[src/rtl/smap_pkg.sv]
`timescale 1ns/1ps
package smap_pkg;
  localparam int DEF_PAGE_AW   = 13;  // 8K page offset bits
  localparam int DEF_NUM_VSLOT = 2;   // video-side page slots
  localparam int DEF_NUM_CWIN  = 2;   // CPU-side windows
  localparam int DEF_CTL_W     = 8;   // control byte width

  // Width of an index into n items, never below one bit.
  function automatic int idx_w(input int n);
    return (n > 1) ? $clog2(n) : 1;
  endfunction
endpackage

[src/rtl/smap_ctl_port.sv]
`timescale 1ns/1ps
// Bit-addressed control register with registered single-bit readback.
module smap_ctl_port #(
  parameter int CTL_W    = 8,
  parameter int CTL_USED = 4,
  parameter int IDX_W    = 3
) (
  input  logic                clk,
  input  logic                rst,
  input  logic                bit_wr,
  input  logic [IDX_W-1:0]    bit_idx,
  input  logic                bit_val,
  input  logic [IDX_W-1:0]    rd_idx,
  input  logic                pending,
  output logic [CTL_USED-1:0] ctl_q,
  output logic                rd_bit
);
  localparam int PAD_W = CTL_W - 1 - CTL_USED;

  logic [CTL_W-1:0] rd_vec;

  always_ff @(posedge clk) begin
    if (rst) begin
      ctl_q <= '0;
    end else if (bit_wr) begin
      for (int i = 0; i < CTL_USED; i++) begin
        if (bit_idx == IDX_W'(i)) ctl_q[i] <= bit_val;
      end
    end
  end

  // Top bit is the pending status; bits between are reserved zero.
  assign rd_vec = {pending, {PAD_W{1'b0}}, ctl_q};

  always_ff @(posedge clk) begin
    if (rst) rd_bit <= 1'b0;
    else     rd_bit <= rd_vec[rd_idx];
  end

  AST_RSVD_READ_ZERO: assert property (@(posedge clk) disable iff (rst)
    (rd_idx >= IDX_W'(CTL_USED) && rd_idx != IDX_W'(CTL_W-1)) |=> !rd_bit);

  AST_RSVD_WRITE_IGNORED: assert property (@(posedge clk) disable iff (rst)
    (bit_wr && bit_idx >= IDX_W'(CTL_USED)) |=> (ctl_q == $past(ctl_q)));
endmodule

[src/rtl/smap_swap_ctrl.sv]
`timescale 1ns/1ps
// Holds the page map and commits slot/window exchanges when the video
// side is in the other half.
module smap_swap_ctrl #(
  parameter int NUM_VSLOT = 2,
  parameter int NUM_CWIN  = 2,
  parameter int PAGE_W    = 2,
  parameter int SLOT_W    = 1,
  parameter int WSEL_W    = 1,
  parameter int CTL_USED  = 4
) (
  input  logic                              clk,
  input  logic                              rst,
  input  logic [CTL_USED-1:0]               ctl,
  input  logic [SLOT_W-1:0]                 vid_sel,
  output logic [NUM_VSLOT-1:0][PAGE_W-1:0]  vmap_q,
  output logic [NUM_CWIN-1:0][PAGE_W-1:0]   cmap_q,
  output logic                              pending
);
  localparam int NUM_PAGES = NUM_VSLOT + NUM_CWIN;

  logic [NUM_VSLOT-1:0]              applied_q;
  logic [NUM_VSLOT-1:0]              req;
  logic [NUM_VSLOT-1:0]              ok;
  logic [NUM_VSLOT-1:0]              grant;
  logic [NUM_VSLOT-1:0][WSEL_W-1:0]  win;
  logic [NUM_PAGES-1:0]              occ;

  assign req     = ctl[NUM_VSLOT-1:0] ^ applied_q;
  assign pending = |req;

  for (genvar s = 0; s < NUM_VSLOT; s++) begin : g_slot
    assign win[s] = ctl[NUM_VSLOT + s*WSEL_W +: WSEL_W];
    assign ok[s]  = req[s] && (vid_sel != SLOT_W'(s));
  end

  // Lowest eligible slot wins; one exchange per cycle.
  always_comb begin
    logic found;
    found = 1'b0;
    grant = '0;
    for (int s = 0; s < NUM_VSLOT; s++) begin
      if (ok[s] && !found) begin
        grant[s] = 1'b1;
        found    = 1'b1;
      end
    end
  end

  always_ff @(posedge clk) begin
    if (rst) begin
      applied_q <= '0;
      for (int s = 0; s < NUM_VSLOT; s++) vmap_q[s] <= PAGE_W'(s);
      for (int w = 0; w < NUM_CWIN; w++)  cmap_q[w] <= PAGE_W'(NUM_VSLOT + w);
    end else begin
      for (int s = 0; s < NUM_VSLOT; s++) begin
        if (grant[s]) begin
          vmap_q[s]         <= cmap_q[win[s]];
          cmap_q[win[s]]    <= vmap_q[s];
          applied_q[s]      <= ctl[s];
        end
      end
    end
  end

  always_comb begin
    occ = '0;
    for (int s = 0; s < NUM_VSLOT; s++) occ[vmap_q[s]] = 1'b1;
    for (int w = 0; w < NUM_CWIN; w++)  occ[cmap_q[w]] = 1'b1;
  end

  AST_MAP_UNIQUE: assert property (@(posedge clk) disable iff (rst)
    $countones(occ) == NUM_PAGES);

  for (genvar s = 0; s < NUM_VSLOT; s++) begin : g_chk
    AST_SWAP_OTHER_HALF: assert property (@(posedge clk) disable iff (rst)
      (vmap_q[s] != $past(vmap_q[s])) |-> ($past(vid_sel) != SLOT_W'(s)));
    AST_SWAP_NEEDS_REQ: assert property (@(posedge clk) disable iff (rst)
      (vmap_q[s] != $past(vmap_q[s])) |-> $past(req[s]));
  end
endmodule

[src/rtl/smap_xlate.sv]
`timescale 1ns/1ps
// Registered address translation: slot bits select a physical page.
module smap_xlate #(
  parameter int PAGE_AW = 13,
  parameter int N       = 2,
  parameter int SLOT_W  = 1,
  parameter int PAGE_W  = 2
) (
  input  logic                        clk,
  input  logic                        rst,
  input  logic [PAGE_AW+SLOT_W-1:0]   addr,
  input  logic [N-1:0][PAGE_W-1:0]    map,
  output logic [PAGE_AW+PAGE_W-1:0]   paddr
);
  logic [SLOT_W-1:0] slot;
  assign slot = addr[PAGE_AW +: SLOT_W];

  always_ff @(posedge clk) begin
    if (rst) paddr <= '0;
    else     paddr <= {map[slot], addr[PAGE_AW-1:0]};
  end
endmodule

[src/rtl/smap_shadow_mapper.sv]
`timescale 1ns/1ps
module smap_shadow_mapper
  import smap_pkg::*;
#(
  parameter int PAGE_AW   = DEF_PAGE_AW,
  parameter int NUM_VSLOT = DEF_NUM_VSLOT,
  parameter int NUM_CWIN  = DEF_NUM_CWIN,
  parameter int CTL_W     = DEF_CTL_W
) (
  input  logic                                          clk,
  input  logic                                          rst,
  input  logic [PAGE_AW+idx_w(NUM_VSLOT)-1:0]           vid_addr,
  output logic [PAGE_AW+idx_w(NUM_VSLOT+NUM_CWIN)-1:0]  vid_paddr,
  input  logic [PAGE_AW+idx_w(NUM_CWIN)-1:0]            cpu_addr,
  output logic [PAGE_AW+idx_w(NUM_VSLOT+NUM_CWIN)-1:0]  cpu_paddr,
  input  logic                                          ctl_bit_wr,
  input  logic [idx_w(CTL_W)-1:0]                       ctl_bit_idx,
  input  logic                                          ctl_bit_val,
  input  logic [idx_w(CTL_W)-1:0]                       ctl_rd_idx,
  output logic                                          ctl_rd_bit,
  output logic                                          swap_pending
);
  localparam int SLOT_W   = idx_w(NUM_VSLOT);
  localparam int WSEL_W   = idx_w(NUM_CWIN);
  localparam int CWIN_W   = idx_w(NUM_CWIN);
  localparam int PAGE_W   = idx_w(NUM_VSLOT + NUM_CWIN);
  localparam int IDX_W    = idx_w(CTL_W);
  localparam int CTL_USED = NUM_VSLOT * (1 + WSEL_W);

  logic [CTL_USED-1:0]              ctl_q;
  logic [NUM_VSLOT-1:0][PAGE_W-1:0] vmap;
  logic [NUM_CWIN-1:0][PAGE_W-1:0]  cmap;

  smap_ctl_port #(
    .CTL_W(CTL_W), .CTL_USED(CTL_USED), .IDX_W(IDX_W)
  ) u_ctl (
    .clk(clk), .rst(rst),
    .bit_wr(ctl_bit_wr), .bit_idx(ctl_bit_idx), .bit_val(ctl_bit_val),
    .rd_idx(ctl_rd_idx), .pending(swap_pending),
    .ctl_q(ctl_q), .rd_bit(ctl_rd_bit)
  );

  smap_swap_ctrl #(
    .NUM_VSLOT(NUM_VSLOT), .NUM_CWIN(NUM_CWIN), .PAGE_W(PAGE_W),
    .SLOT_W(SLOT_W), .WSEL_W(WSEL_W), .CTL_USED(CTL_USED)
  ) u_swap (
    .clk(clk), .rst(rst),
    .ctl(ctl_q), .vid_sel(vid_addr[PAGE_AW +: SLOT_W]),
    .vmap_q(vmap), .cmap_q(cmap), .pending(swap_pending)
  );

  smap_xlate #(
    .PAGE_AW(PAGE_AW), .N(NUM_VSLOT), .SLOT_W(SLOT_W), .PAGE_W(PAGE_W)
  ) u_vid_xl (
    .clk(clk), .rst(rst), .addr(vid_addr), .map(vmap), .paddr(vid_paddr)
  );

  smap_xlate #(
    .PAGE_AW(PAGE_AW), .N(NUM_CWIN), .SLOT_W(CWIN_W), .PAGE_W(PAGE_W)
  ) u_cpu_xl (
    .clk(clk), .rst(rst), .addr(cpu_addr), .map(cmap), .paddr(cpu_paddr)
  );

  AST_VID_OFFSET: assert property (@(posedge clk) disable iff (rst)
    1'b1 |=> vid_paddr[PAGE_AW-1:0] == $past(vid_addr[PAGE_AW-1:0]));

  AST_CPU_OFFSET: assert property (@(posedge clk) disable iff (rst)
    1'b1 |=> cpu_paddr[PAGE_AW-1:0] == $past(cpu_addr[PAGE_AW-1:0]));
endmodule

[config.mk]
export PLATFORM = sky130hd
export DESIGN_NAME = smap_shadow_mapper
export DESIGN_NICKNAME = d
export VERILOG_FILES = /design/src/rtl/smap_pkg.sv /design/src/rtl/smap_ctl_port.sv /design/src/rtl/smap_swap_ctrl.sv /design/src/rtl/smap_xlate.sv /design/src/rtl/smap_shadow_mapper.sv
export SDC_FILE = /design/constraint.sdc
export NUM_CORES = 1
export LEC_CHECK = 0
export ABC_AREA = 0
export BUFFER_PORTS_ARGS = -buffer_cell sky130_fd_sc_hd__buf_2
export CAP_MARGIN = 40
export CORE_MARGIN = 1
export CORE_UTILIZATION = 50
export DETAILED_ROUTE_END_ITERATION = 6
export PLACE_DENSITY = 0.85
export SYNTH_ARGS = -nofsm -noshare
export SYNTH_HDL_FRONTEND = slang
export SYNTH_SLANG_ARGS = --single-unit
[constraint.sdc]
create_clock -name clk -period 3.7 [get_ports clk]
set_input_delay 0.74 -clock clk [delete_from_list [all_inputs] [get_ports clk]]
set_output_delay 0.74 -clock clk [all_outputs]
set_load 0.005 [all_outputs]
==> Word-level counts from Yosys, hierarchy flattened <==
Cells that the tools add are included.
{ "totals": {"reg_bits": 45, "out_inout_bits": 32, "wordCells": 58, "input_bits": 38} }
{ "classes": {"mux": 21, "n_lt_le_gt_ge": 7, "n_reduce_logical": 12, "eq_ne": 3, "bitwise": 2} }
{ "ops": {"columns": ["operator", "n"], "rows": [
  ["$mux 2", 10],
  ["$mux 4", 3],
  ["$bwmux 4", 2],
  ["$lt 1x2->1 const B", 4],
  ["$reduce_and 2->1", 4],
  ["$eq 3x2->1 const B", 2],
  ["$logic_and 1x1->1", 5],
  ["$demux 2 s1", 2],
  ["$lt 3x4->1 const B", 1],
  ["$bmux 1 s3", 1],
  ["$eq 3x1->1 const B", 1],
  ["$logic_not 3->1", 1],
  ["$mux 1", 3],
  ["$ge 1x1->1 const B", 2],
  ["$reduce_or 2->1", 1],
  ["$xor 2x2->2", 1],
  ["$logic_not 1->1", 1],
  ["$not 1->1", 1]
]} }

==> Depth between registers and ports, before layout <==
Gate-level depths: netlist of the first run.
{ "depth": {"depth_word": 9, "ltp_mapped": 5, "depth_no_buf": 4} }

==> By module <==
A second synthesis of the first run with hierarchy kept.
{ "unflattened": {"cells_unflattened": 147, "area_unflattened_um2": 1670.4} }
{ "modules_own_cells": {"columns": ["mod", "seq_area_each_um2", "n_inst", "area_per_inst_um2", "cells_per_inst"], "rows": [
  ["smap_xlate", 300.3, 2, 445.4, 33],
  ["smap_swap_ctrl", 200.2, 1, 525.5, 58],
  ["smap_ctl_port", 100.1, 1, 254.0, 23]
]} }

==> Worst setup path after synthesis of the first run <==
No wires, ideal clock.
{ "synth_timing": {"path_type": "register to output", "start": "register u_ctl.ctl_q[1]", "end": "output port swap_pending", "t_required_ns": 2.960, "path_stages_with_launch": 3, "slack_ns": 2.169, "arrival_ns": 0.791, "path_buffers": 0, "cell_sequence": "dfxtp_1 xnor2_2 nand2_1"} }
{ "synth_between": {"elab_chain_len": 2} }
{ "synth_lines": {"columns": ["item", "line", "text"], "rows": [
  ["from (decl)", "smap_ctl_port.sv:15", "output logic [CTL_USED-1:0] ctl_q,"],
  ["from (signal, indexed assignment)", "smap_ctl_port.sv:27", "if (bit_idx == IDX_W'(i)) ctl_q[i] <= bit_val;"],
  ["$xor 2x2->2", "smap_swap_ctrl.sv:29", "assign req = ctl[NUM_VSLOT-1:0] ^ applied_q;"],
  ["$reduce_or 2->1", "smap_swap_ctrl.sv:30", "assign pending = |req;"],
  ["to (decl)", "smap_shadow_mapper.sv:21", "output logic swap_pending"]
]} }
No other way between the ends.

==> Final worst setup path of the first run <==
Ends and elaborated chain as after synthesis.

==> results of run 1 <==
==> registers in the layout (all words and copies together), names as in the netlist <==
register / flops
u_ctl.rd_bit: 1
u_swap.cmap_q: 4
u_swap.vmap_q: 4
u_vid_xl.paddr: 15
u_ctl.ctl_q: 4
u_swap.applied_q: 2
u_cpu_xl.paddr: 15
==> cell families after synthesis <==
family	after synthesis	synth area share, %
buffers and inverters	10	2.697
AO/OA/AOI/OAI	14	6.856
multiplexers	15	10.25
XOR/XNOR	3	2.543
AND/OR/NAND/NOR	61	22.19
flip-flops	45	55.47
==> per-layer routing <==
| layer | global-route usage, % | up-vias | wire length (um) |
|---|---|---|---|
| li1 | - | 644 | - |
| met1 | 21.51 | 554 | 1300 |
| met2 | 30.52 | 57 | 1307 |
| met3 | 9.170 | 6 | 299 |
| met4 | 9.184 | 0 | 58 |
| met5 | 0 | - | 0 |
==> placed cells by master (no fill, tap or decap) <==
cell	n
nor2b_1	26
nand4_1	1
xnor2_1	1
nor4b_1	1
clkinv_2	1
clkbuf_8	2
xor2_2	1
nor2_4	1
nor2_1	16
o21ai_1	3
nand2b_1	1
dfxtp_1	45
and2_4	1
a211oi_1	2
a221oi_1	2
nor4bb_1	2
mux2i_1	14
and4b_2	1
a21oi_1	2
nand3b_1	1
nand3_1	3
clkbuf_4	5
mux4_1	1
a221oi_2	1
inv_1	2
buf_2	69
a211oi_2	2
and4b_1	1
o21ai_0	1
nand2_1	2
xnor2_2	1
o311ai_0	1
nor4_1	4
==> worst max-delay path, delay by kind of cell, from the launching register on <==
family                    cells  cell delay [ns]
xor gates and xnor gates      1             0.39
DFF                           1             0.38
buffers and inverters         1             0.16
and+or+nand+nor               1             0.14
==> area by class of cell <==
| class | instances | area (um^2) | area share, % |
|---|---|---|---|
| Clock inverter | 1 | 5.005 | 0.2432 |
| Sequential cell | 45 | 900.9 | 43.77 |
| Multi-Input combinational cell | 93 | 679.4 | 33.01 |
| Timing Repair Buffer | 69 | 345.3 | 16.78 |
| Clock buffer | 7 | 65.06 | 3.161 |
| Inverter | 2 | 7.507 | 0.3647 |
| Tap cell | 44 | 55.05 | 2.675 |
==> where the power goes <==
| part | switching [mW] | internal (mW) | total (mW) |
|---|---|---|---|
| sequential | 0.00733 | 0.504 | 0.512 |
| clock | 0.149 | 0.110 | 0.259 |
| combinational | 0.0354 | 0.0425 | 0.0779 |
| total | 0.192 | 0.657 | 0.849 |
==> worst min-delay path by stage <==
| stage | start | to | slack [ns] | cells past startpoint |
|---|---|---|---|---|
| after detailed placement | u_swap.vmap_q[3] | u_swap.vmap_q[3] | 0.54 | 2 |
| after floorplan | u_swap.vmap_q[1] | u_vid_xl.paddr[14] | 0.50 | 2 |
| final | u_swap.vmap_q[3] | u_swap.vmap_q[3] | 0.56 | 2 |
| after CTS | u_swap.vmap_q[3] | u_swap.vmap_q[3] | 0.56 | 2 |
| after global routing | vid_addr[9] | u_vid_xl.paddr[9] | 0.56 | 2 |
| after global placement | u_swap.applied_q[1] | u_swap.applied_q[1] | 0.53 | 2 |
==> through the flow <==
step           utilization (%)  setup WS, ns
6_report                 66.87         1.553
5_1_grt                  66.87         1.414
4_1_cts                  66.87         1.541
3_5_place_dp             64.59         1.914
3_3_place_gp             64.59         1.980
2_1_floorplan                -         2.169
==> impl_metrics.csv, run 1 <==
group,metric,value,unit
outcome,status,"completed",
drt,wl_per_cell,11.36,um
place,routabilityCongestion,0.8881,
clock_tree,cts_tree,"done",
sta,holdWs,0.5554,ns
sta,setup_viol,0,
power_and_ir_drop,leakagePower,0.9340,nW
setup_path,reg2reg_slack,2.33,ns
drt,routed_via_density,4.831,
clock_tree,hold_buffers,0,
layout,post-route-cell-area,0.002058,mm^2
global_route,grt_pass1_vias,1157,
synth,yosysWarnings,0,
setup_path,crit_type,"flop to primary output",
setup_path,cp.arrival,1.41,ns
setup_path,r2r-start,"u_ctl.ctl_q[1]",
synth,synth-main-ff-cell,"dfxtp_1",
clock_tree,clockRootBuffer,"clkbuf_4",
drt,drt_wl_total,2.965,mm
clock_tree,clkTransAtPathRegs,0.12,ns
place,dp_hpwl,2.199,mm
drt,drt_iter0_drc,55,
sta,fin_worst_skew,0.004000,ns
worst_hold_path,holdCritPathClass,"flop to flop",
synth,synthCells,148,
global_route,track_usage,19.14,%
synth,synth_enable_flop_cells,0,
global_route,antenna_found_initial,0,
setup_path,end_kind,"primary output",
layout,fin_nets,254,
floorplan,rows,20,
setup_path,required,2.96,ns
setup_path,crit_path_end,"swap_pending",
synth,synthTopCellsByArea,"dfxtp_1 (55%), nor2b_1 (10%), mux2i_1 (8.6%)",
place,place_area,0.001988,mm^2
place,port_buffers,69,
setup_path,reg2reg_to,"u_swap.cmap_q[2]",
power_and_ir_drop,powerDensity,412.3,mW/mm^2
synth,synthArstFlopShare,0,%
clock_tree,clock-sinks,45,
power_and_ir_drop,fin_total_pwr,0.8487,mW
clock_tree,post_cts_resized,0,
sta,max-slew-margin-rel,50.27,%
synth,netlist.area_leader.share,55.47,%
synth,yosysSeqAreaShare,55.47,%
floorplan,die_h,58.99,um
synth,syn_nets,186,
synth,synth_seq_cells,45,
global_route,grt_max_degree,43,
setup_path,setup.worst_path.start,"u_ctl.ctl_q[1]",
global_route,gr-total-overflow,0,
sta,rsz0062_at_grt,"false",
sta,slew_viol_final,0,
clock_tree,clock_latency,0.35,ns
floorplan,io_pins,70,
clock_tree,cts_buffers,5,
sta,fin_tns_setup,0,ns
clock_tree,cts_max_level,2,
synth,postSynthAreaPerCell,10.97,um^2
layout,antenna_cells,0,
drt,drc,0,
layout,fillers,257,
setup_path,start_kind,"flop",
drt,firstDrtPassIters,4,
layout,syn2layout_area_growth,26.73,%
floorplan,start_util,52.76,%
sta,hold_viol_final,0,
place,dp.cells,253,
flow_run,cap_violations,0,
synth,yosys.cell_types.count,32,
synth,synth.most_common_cell,"dfxtp_1",
layout,final_cell_count_no_fill,261,
floorplan,die_w,58.99,um
clock_tree,post_cts_buffers,0,
sta,clock.fmax,465.7,MHz
global_route,grt_pass1_wl,4.816,mm
setup_path,cp_slowest_cell,"xnor2_2",
floorplan,placeableCoreArea,0.003078,mm^2
power_and_ir_drop,irDropWorstVdd,0.2994,mV
setup_path,worstPathCellList,"xnor2_2, nand2_1, buf_2",
synth,synth_area,0.001624,mm^2
sta,tightest_slew,0.7459,ns
setup_path,worst-path-max-fanout,8,
sta,min_period,2.147,ns
floorplan,dieArea,0.003480,mm^2
synth,netlist_top_cells_count,"dfxtp_1 (45), nor2b_1 (26), nor2_1 (16)",
synth,yosysTopAreaCell,"dfxtp_1",
setup_path,reg2regPathDepth,4,
sta,finalCritPeriodShare,58.04,%
layout,drive_above_1_share,39.17,%
clock_tree,clock_path_buffers,2,
drt,drtAntennaViolNets,0,
setup_path,max_stage_delay,0.39,ns
drt,vias,1261,
Note: power is estimated with default switching activity, not from simulation.
==> run 2: changes to the inputs <==
CORE_UTILIZATION = 46   (was 50)
PLACE_DENSITY = 0.8   (was 0.85)
clock period = 2.25 ns   (was 3.7 ns; I/O delays follow)
==> impl_metrics.csv, run 2 (synthesis gave the netlist of run 1 again) <==
group,metric,value,unit
outcome,status,"completed",
place,place_area,0.001998,mm^2
power_and_ir_drop,fin_total_pwr,1.348,mW
drt,drtAntennaViolNets,0,
clock_tree,post_cts_buffers,0,
floorplan,placeableCoreArea,0.003363,mm^2
sta,clock.fmax,545.0,MHz
power_and_ir_drop,irDropWorstVdd,0.4020,mV
layout,largestRegisters,"u_cpu_xl.paddr (15), u_vid_xl.paddr (15)",
sta,min_period,1.835,ns
drt,routed_via_density,4.697,
global_route,gr-total-overflow,0,
setup_path,reg2regPathDepth,4,
setup_path,setup.worst_path.start,"u_ctl.ctl_q[1]",
global_route,grt_max_degree,32,
setup_path,reg2reg_to,"u_swap.cmap_q[2]",
drt,wl_per_cell,10.87,um
global_route,grt_pass1_wl,4.436,mm
layout,syn2layout_area_growth,26.66,%
drt,vias,1240,
floorplan,start_util,48.29,%
clock_tree,clock_path_buffers,2,
floorplan,die_h,61.42,um
setup_path,cp.arrival,1.38,ns
floorplan,die_w,61.42,um
global_route,track_usage,16.34,%
setup_path,reg2reg_slack,0.87,ns
layout,regArea,900.9,um^2
setup_path,max_stage_delay,0.39,ns
clock_tree,hold_buffers,0,
worst_hold_path,min-delay-start,"cpu_addr[9]",
clock_tree,cts_tree,"done",
clock_tree,clockRootBuffer,"clkbuf_4",
sta,rsz0062_at_grt,"false",
setup_path,required,1.80,ns
sta,max-slew-margin-rel,62.98,%
flow_run,cap_violations,0,
setup_path,crit_type,"flop to primary output",
floorplan,dieArea,0.003772,mm^2
layout,antenna_cells,0,
floorplan,rows,21,
sta,setup_viol,0,
layout,postLayoutCoreUtil,61.16,%
place,dp_hpwl,2.170,mm
worst_hold_path,min_to,"u_cpu_xl.paddr[9]",
sta,finalCritPeriodShare,81.55,%
layout,mostFrequentLayoutCells,"buf_2 (69), dfxtp_1 (45), nor2b_1 (26), nor2_1 (16), mux2i_1 (14)",
setup_path,cp_slowest_cell,"xnor2_2",
worst_hold_path,hold_depth,2,
layout,final_cell_count_no_fill,264,
layout,drive_above_1_share,39.45,%
global_route,antenna_found_initial,0,
clock_tree,post_cts_resized,0,
power_and_ir_drop,powerDensity,655.4,mW/mm^2
setup_path,end_kind,"primary output",
setup_path,r2r-start,"u_ctl.ctl_q[1]",
floorplan,io_pins,70,
drt,drt_iter0_drc,47,
clock_tree,clock-sinks,45,
setup_path,worst-path-max-fanout,8,
sta,slew_viol_final,0,
layout,mostFrequentLayoutCell,"buf_2",
place,routabilityCongestion,0.9058,
sta,fin_tns_setup,0,ns
clock_tree,clock_latency,0.34,ns
layout,fin_nets,255,
drt,drc,0,
layout,post-route-cell-area,0.002057,mm^2
clock_tree,clkTransAtPathRegs,0.13,ns
worst_hold_path,holdCritPathClass,"input port to flop",
drt,firstDrtPassIters,4,
place,port_buffers,69,
sta,hold_viol_final,0,
clock_tree,cts_buffers,5,
sta,fin_worst_skew,0.009585,ns
drt,drt_wl_total,2.870,mm
sta,tightest_slew,0.5553,ns
place,dp.cells,256,
layout,fillers,308,
global_route,grt_pass1_vias,1080,
setup_path,start_kind,"flop",
setup_path,worstPathCellList,"xnor2_2, nand2_1, buf_2",
power_and_ir_drop,leakagePower,0.9291,nW
layout,multi_input_area,679.4,um^2
clock_tree,cts_max_level,2,
-- run 2: cell types whose count changed in the layout (fill, tap and decap cells not counted), sizes merged --
| cell | previous run | this run |
|---|---|---|
| clkinvlp | 0 | 1 |
| inv | 2 | 3 |
| clkbuf | 7 | 5 |
| buf | 69 | 70 |
-- run 2: stage by stage --
step | setup WS, ns | hold slack [ns]
floorplan | 1.009 | 0.4995
global placement | 0.8501 | 0.5370
detailed placement | 0.8044 | 0.5408
CTS | 0.4037 | 0.2868
global route | 0.3013 | 0.2878
finish | 0.4152 | 0.2994
-- run 2: worst max path at each step --
| stage | slack (ns) | end | cells past startpoint |
|---|---|---|---|
| floorplan | 1.01 | swap_pending | 2 |
| global placement | 0.85 | swap_pending | 3 |
| detailed placement | 0.80 | swap_pending | 3 |
| CTS | 0.40 | swap_pending | 3 |
| global route | 0.30 | swap_pending | 3 |
| finish | 0.42 | swap_pending | 3 |
-- run 2: layer usage --
metal / up-vias / track usage (%) / part of all wire (%)
met4: 0 / 8.254 / 1.1
met1: 543 / 20.37 / 45
met5: - / 0 / 0
li1: 648 / - / -
met3: 4 / 4.412 / 5.7
met2: 45 / 26.09 / 48
-- run 2: critical path, delay by kind of cell, from the launching register on --
family,cells,cell delay (ns)
simple gates,1,0.12
xor+xnor,1,0.39
buf+inv,1,0.15
flops,1,0.38
-- run 2: cell type report --
type,count,area share (%)
sequential,45,43.80
multi-input combinational,93,33.03
timing repair buffer,70,17.15
clock inverter,3,1.034
inverter,2,0.3650
clock buffer,5,1.825
tap,46,2.798
-- run 2: power by group --
| group | internal [mW] | leakage [nW] | switching [mW] | total (mW) |
|---|---|---|---|---|
| clock network | 0.124 | 0.0316 | 0.254 | 0.378 |
| logic | 0.0708 | 0.526 | 0.0575 | 0.128 |
| registers | 0.830 | 0.371 | 0.0123 | 0.842 |
| total | 1.02 | 0.929 | 0.324 | 1.35 |
